===== config.mk =====
export PLATFORM = sky130hd
export DESIGN_NAME = step_ctrl_unit
export DESIGN_NICKNAME = d
export VERILOG_FILES = /design/src/rtl/step_ctrl_pkg.sv /design/src/rtl/step_counter.sv /design/src/rtl/step_decoder.sv /design/src/rtl/instr_decoder.sv /design/src/rtl/step_ctrl_unit.sv
export SDC_FILE = /design/constraint.sdc
export NUM_CORES = 1
export LEC_CHECK = 0
export BUFFER_PORTS_ARGS = -buffer_cell sky130_fd_sc_hd__buf_4
export CORE_AREA = 2 2 39 41
export DETAILED_ROUTE_END_ITERATION = 6
export DIE_AREA = 0 0 41 43
export SETUP_SLACK_MARGIN = 0.4
export SLEW_MARGIN = 20
export SYNTH_ARGS = -nofsm -noshare
export SYNTH_HDL_FRONTEND = slang
export SYNTH_SLANG_ARGS = --single-unit

===== constraint.sdc =====
create_clock -name clk -period 1.8 [get_ports clk]
set_input_delay 0.27 -clock clk [delete_from_list [all_inputs] [get_ports clk]]
set_output_delay 0.27 -clock clk [all_outputs]
set_load 0.1 [all_outputs]

===== src/rtl/step_ctrl_pkg.sv =====
package step_ctrl_pkg;
    localparam int OPC_W     = 4;
    localparam int NUM_STEPS = 7;
    localparam int STEP_W    = $clog2(NUM_STEPS);

    typedef enum logic [STEP_W-1:0] {
        S1 = 3'd0, S2 = 3'd1, S3 = 3'd2, S4 = 3'd3,
        S5 = 3'd4, S6 = 3'd5, S7 = 3'd6
    } step_e;

    localparam logic [OPC_W-1:0] OPC_ADDM = 4'h1;
    localparam logic [OPC_W-1:0] OPC_JMP  = 4'h2;
    localparam logic [OPC_W-1:0] OPC_JN   = 4'h3;

    typedef struct packed {
        logic addm;
        logic jmp;
        logic jn;
        logic other;
    } ins_t;
endpackage


===== src/rtl/step_counter.sv =====
module step_counter
    import step_ctrl_pkg::*;
(
    input  logic  clk,
    input  logic  rst_n,
    input  logic  run,
    input  logic  end_now,
    input  logic  hold,
    output step_e step
);
    step_e step_nx;

    always_ff @(posedge clk or negedge rst_n) begin
        if (!rst_n) step <= S1;
        else        step <= step_nx;
    end

    always_comb begin
        step_nx = step;
        if (run) begin
            if (end_now) begin
                step_nx = S1;
            end else if (!hold) begin
                unique case (step)
                    S1: step_nx = S2;
                    S2: step_nx = S3;
                    S3: step_nx = S4;
                    S4: step_nx = S5;
                    S5: step_nx = S6;
                    S6: step_nx = S7;
                    S7: step_nx = S1;
                    default: step_nx = S1;
                endcase
            end
        end
    end
endmodule


===== src/rtl/step_decoder.sv =====
module step_decoder
    import step_ctrl_pkg::*;
(
    input  step_e                step,
    output logic [NUM_STEPS-1:0] slot
);
    for (genvar i = 0; i < NUM_STEPS; i++) begin : g_slot
        assign slot[i] = (step == step_e'(i));
    end
endmodule


===== src/rtl/instr_decoder.sv =====
module instr_decoder
    import step_ctrl_pkg::*;
(
    input  logic [OPC_W-1:0] opcode,
    output ins_t             ins
);
    always_comb begin
        ins = '0;
        unique case (opcode)
            OPC_ADDM: ins.addm  = 1'b1;
            OPC_JMP:  ins.jmp   = 1'b1;
            OPC_JN:   ins.jn    = 1'b1;
            default:  ins.other = 1'b1;
        endcase
    end
endmodule


===== src/rtl/step_ctrl_unit.sv =====
module step_ctrl_unit
    import step_ctrl_pkg::*;
(
    input  logic             clk,
    input  logic             rst_n,
    input  logic             run,
    input  logic [OPC_W-1:0] opcode,
    input  logic             flag_n,
    input  logic             mem_done,
    output logic             pc_drive,
    output logic             pc_load,
    output logic             mar_load,
    output logic             mem_rd,
    output logic             carry_set,
    output logic             alu_add,
    output logic             z_load,
    output logic             z_drive,
    output logic             mdr_drive,
    output logic             ir_load,
    output logic             y_load,
    output logic             reg_drive,
    output logic             reg_load,
    output logic             off_drive,
    output logic             wait_done,
    output logic             end_pulse
);
    step_e                step;
    logic [NUM_STEPS-1:0] t;
    ins_t                 ins;
    logic                 br_any;
    logic                 hold;

    step_counter u_cnt (
        .clk     (clk),
        .rst_n   (rst_n),
        .run     (run),
        .end_now (end_pulse),
        .hold    (hold),
        .step    (step)
    );

    step_decoder u_sdec (.step(step), .slot(t));
    instr_decoder u_idec (.opcode(opcode), .ins(ins));

    assign br_any = ins.jmp | ins.jn;
    assign hold   = wait_done & ~mem_done;

    // Sum-of-products encoder, gated by run
    always_comb begin
        pc_drive  = run & (t[0] | (t[3] & br_any));
        pc_load   = run & (t[1] | (t[5] & br_any));
        mar_load  = run & (t[0] | (t[3] & ins.addm));
        mem_rd    = run & (t[0] | (t[3] & ins.addm));
        carry_set = run & t[0];
        alu_add   = run & (t[0] | (t[5] & ins.addm) | (t[4] & br_any));
        z_load    = run & (t[0] | (t[5] & ins.addm) | (t[4] & br_any));
        z_drive   = run & (t[1] | (t[6] & ins.addm) | (t[5] & br_any));
        mdr_drive = run & (t[2] | (t[5] & ins.addm));
        ir_load   = run & t[2];
        y_load    = run & ((t[4] & ins.addm) | (t[3] & br_any));
        reg_drive = run & ((t[3] | t[4]) & ins.addm);
        reg_load  = run & t[6] & ins.addm;
        off_drive = run & t[4] & br_any;
        wait_done = run & (t[1] | (t[4] & ins.addm));
        end_pulse = run & ((t[6] & ins.addm) | (t[5] & ins.jmp)
                         | (((t[5] & flag_n) | (t[3] & ~flag_n)) & ins.jn)
                         | (t[3] & ins.other));
    end
endmodule


==> reports/results.txt <==
vias in the first global route: 644
First DRT Iteration DRCs: 11
CP cell instances: buf_6 -> nor4b_4 -> nand2_2 -> a2111oi_4 -> buf_6
PortBufs: 24
final worst setup slack: -0.0674 ns
Tmin final: 1.87 ns
clock latency at the later pin of the worst-skew pair: 0.24 ns
IO Count: 25
Final Core Density: 85.0%
drt wl/cell: 14.3 um
pwr dens: 1580 nW/um2
Rel. slew slack: 74.8%
Post-Route Skew: 0.00626 ns
top flop regs: u_cnt.step x3
Worst Setup End Kind: output port
Critical Path Fanout Max: 4
core box area: 1380 um2
met1 Usage GRT: 28.3%
worst hold slack: 0.333 ns
run status: finished, violations left
fillers: 80
root buffer cell: clkbuf_4
worst path arrival time: 1.60 ns
most frequent CP cell: buf_6
global route hottest layer: met2
maxcap violations: 0
reg-to-reg slack, setup: 0.52 ns
pre-CTS setup slack: -0.127 ns
Die W: 41 um
syn nets: 70
RSZ-0062 raised after global routing: true
number of synthesized register bits: 3
startpoint types: input port
synthesized area per cell: 7.45 um2
post-route ant nets: 0
Tightest Pin Transition: 0.376 ns
largest register by flop count: u_cnt.step
final setup vio count: 4
crit path buf inv count: 2
number of flip-flops in the largest register: 3
drt first pass iters: 4
via/cell ratio: 5.39
Final Hold Violating Endpoints: 0
Unique masters post-synth: 34
Syn Inst Count: 61
P_leak: 0.480 nW
Synth Area in Adders: 0%
final worst path period share: 104%
die height: 43 um
row cnt: 14
layout cells sized above 1: 77.6%
failing checks: setup timing
HP Class: input port to flop
Pins Over Slew Limit: 0
Synth Area in Simple Gates: 38.8%
XOR/XNOR Fraction of Synth Area: 0%
number of diodes: 0
initial antenna violation count: 0
DR vias: 663
CP top delay family: simple AND/OR/NAND/NOR gates
Total Nets Final: 117
Worst Hold Launch: run
Hold Path Cell Cnt: 2
mux contribution to synthesized area: 2.20%
GPL Wtd Cong: 0.805
Max Clk Rate: 536 MHz
grt ovf: 0
origin of the critical flop-to-flop path: u_cnt.step[0]
DRT Wirelength: 1.76 mm
Num CTS Buffers: 3
largest net degree at the start of global routing: 11
Max VDD drop: 1310 uV
reg2reg end: u_cnt.step[1]
DRC: 0
register area share after synthesis: 16.5%
YS warnings: 0
CTS Buffer Depth: 2
Compound-Gate Fraction of Synth Area: 31.1%
Slowest cell on crit path: nor4b_4
Reg2Reg Depth: 5
Initial Util: 32.8%
H-tree levels: 1
GRT met2 Usage: 38.8%
TritonCTS clock tree: done
Critical Setup Path Class: input port to output port
cell area after synthesis: 454 um2
M3 GR Usage: 4.71%
die area: 1760 um2
DP HPWL: 1.11 mm
largest family of logic cells by synthesized area: simple AND/OR/NAND/NOR gates
P&R area growth vs syn: 159%
Hold Path Sink: u_cnt.step[2]
clk slew on worst S/H paths: 0.04 ns
CTS Sinks: 3
delay of the slowest cell on the worst path: 0.41 ns
global-route wire length before repair: 2.84 mm
all-layer global routing usage: 23.2%
CP required: 1.53 ns
[kinds of logic (layout without fill, tap and decap cells)]
group                  Yosys count  in the layout
AOI/OAI and AO/OA               19             19
DFF                              3              3
muxes                            1              1
buffers and inverters           10             56
and+or+nand+nor                 28             28
[what timing repair did]
action,4_1_cts,5_1_grt
endpoints found under the setup margin,16,16
pin swaps,11,5
resized for setup,54,4
setup buffers,7,1
hold endpoints to repair,3,0
hold buffers,1,0
[layer usage]
| layer | part of all wire (%) | vias up |
|---|---|---|
| met5 | 0 | - |
| met1 | 40 | 318 |
| met4 | 1.6 | 0 |
| met3 | 5.1 | 3 |
| met2 | 53 | 24 |
| li1 | - | 318 |
[final cells by class]
class,count,area (um2),area share (%)
well taps,16,20.0,1.70
multi-input cells,48,484,41.2
flip-flops and latches,3,77.6,6.60
repair buffers,48,553,47.0
inverters,4,15.0,1.28
clock buffers,4,26.3,2.23
[cells in the final DEF (no fill, tap or decap), types with 2 or more instances in the layout]
| cell type | n |
|---|---|
| buf_4 | 23 |
| buf_6 | 12 |
| buf_12 | 11 |
| a21oi_4 | 5 |
| o21ai_0 | 4 |
| inv_1 | 3 |
| or2_4 | 3 |
| nand2_2 | 3 |
| clkbuf_4 | 3 |
| or3_4 | 2 |
| nor2_4 | 2 |
| and3_4 | 2 |
| o211ai_1 | 2 |
| dfrtp_2 | 2 |
[power by group]
group	internal (mW)	total (mW)	switching, mW
Sequential	0.105	0.176	0.0716
Combinational	0.653	1.56	0.905
Clock	0.0832	0.121	0.0377
Total	0.841	1.86	1.01
[cells in the mapped netlist]
master | number | share of area [%]
o21ai_0 | 4 | 4.4
a211o_2 | 1 | 2.2
a2111oi_2 | 1 | 3.3
nand2b_1 | 1 | 1.4
nor4_1 | 1 | 1.4
and2_1 | 2 | 2.8
nor2b_1 | 2 | 2.8
and3_1 | 3 | 4.1
inv_1 | 4 | 3.3
or3_1 | 1 | 1.4
nand3_1 | 2 | 2.2
buf_4 | 2 | 3.3
buf_2 | 2 | 2.2
nor4b_4 | 1 | 5.2
a211oi_1 | 1 | 1.7
o211ai_1 | 2 | 3.3
clkbuf_1 | 1 | 0.83
nor2_1 | 4 | 3.3
or3b_4 | 1 | 2.5
clkbuf_4 | 1 | 1.7
a21oi_1 | 5 | 5.5
nand2_1 | 4 | 3.3
a21oi_4 | 1 | 3.6
a32oi_1 | 1 | 1.9
or2_2 | 2 | 2.8
nor3b_1 | 1 | 1.7
o22ai_1 | 1 | 1.4
a22oi_1 | 1 | 1.7
a221o_1 | 1 | 2.2
nor3_1 | 1 | 1.1
mux2i_1 | 1 | 2.2
or3_2 | 1 | 1.7
or2_1 | 1 | 1.4
dfrtp_1 | 3 | 17
[worst max path at each step]
stage / start / endpoint / depth (start not counted)
CTS: opcode[2] / z_load / 5
detailed placement: opcode[2] / z_load / 6
floorplan: opcode[2] / z_load / 5
global placement: opcode[2] / y_load / 6
global route: u_cnt.step[2] / alu_add / 4
finish: opcode[2] / alu_add / 5
[metrics by stage]
| step | cell area [um2] | setup TNS [ns] | power, mW | instances |
|---|---|---|---|---|
| 2_1_floorplan | 609 | -2.49 | 1.13 | 61 |
| 3_3_place_gp | 857 | -0.613 | 1.36 | 110 |
| 3_5_place_dp | 857 | -0.654 | 1.36 | 110 |
| 4_1_cts | 1150 | -0.0779 | 1.78 | 122 |
| 5_1_grt | 1180 | -0.556 | 1.94 | 123 |
| 6_report | 1180 | -0.219 | 1.86 | 123 |
(Power assumes the default switching activity.)
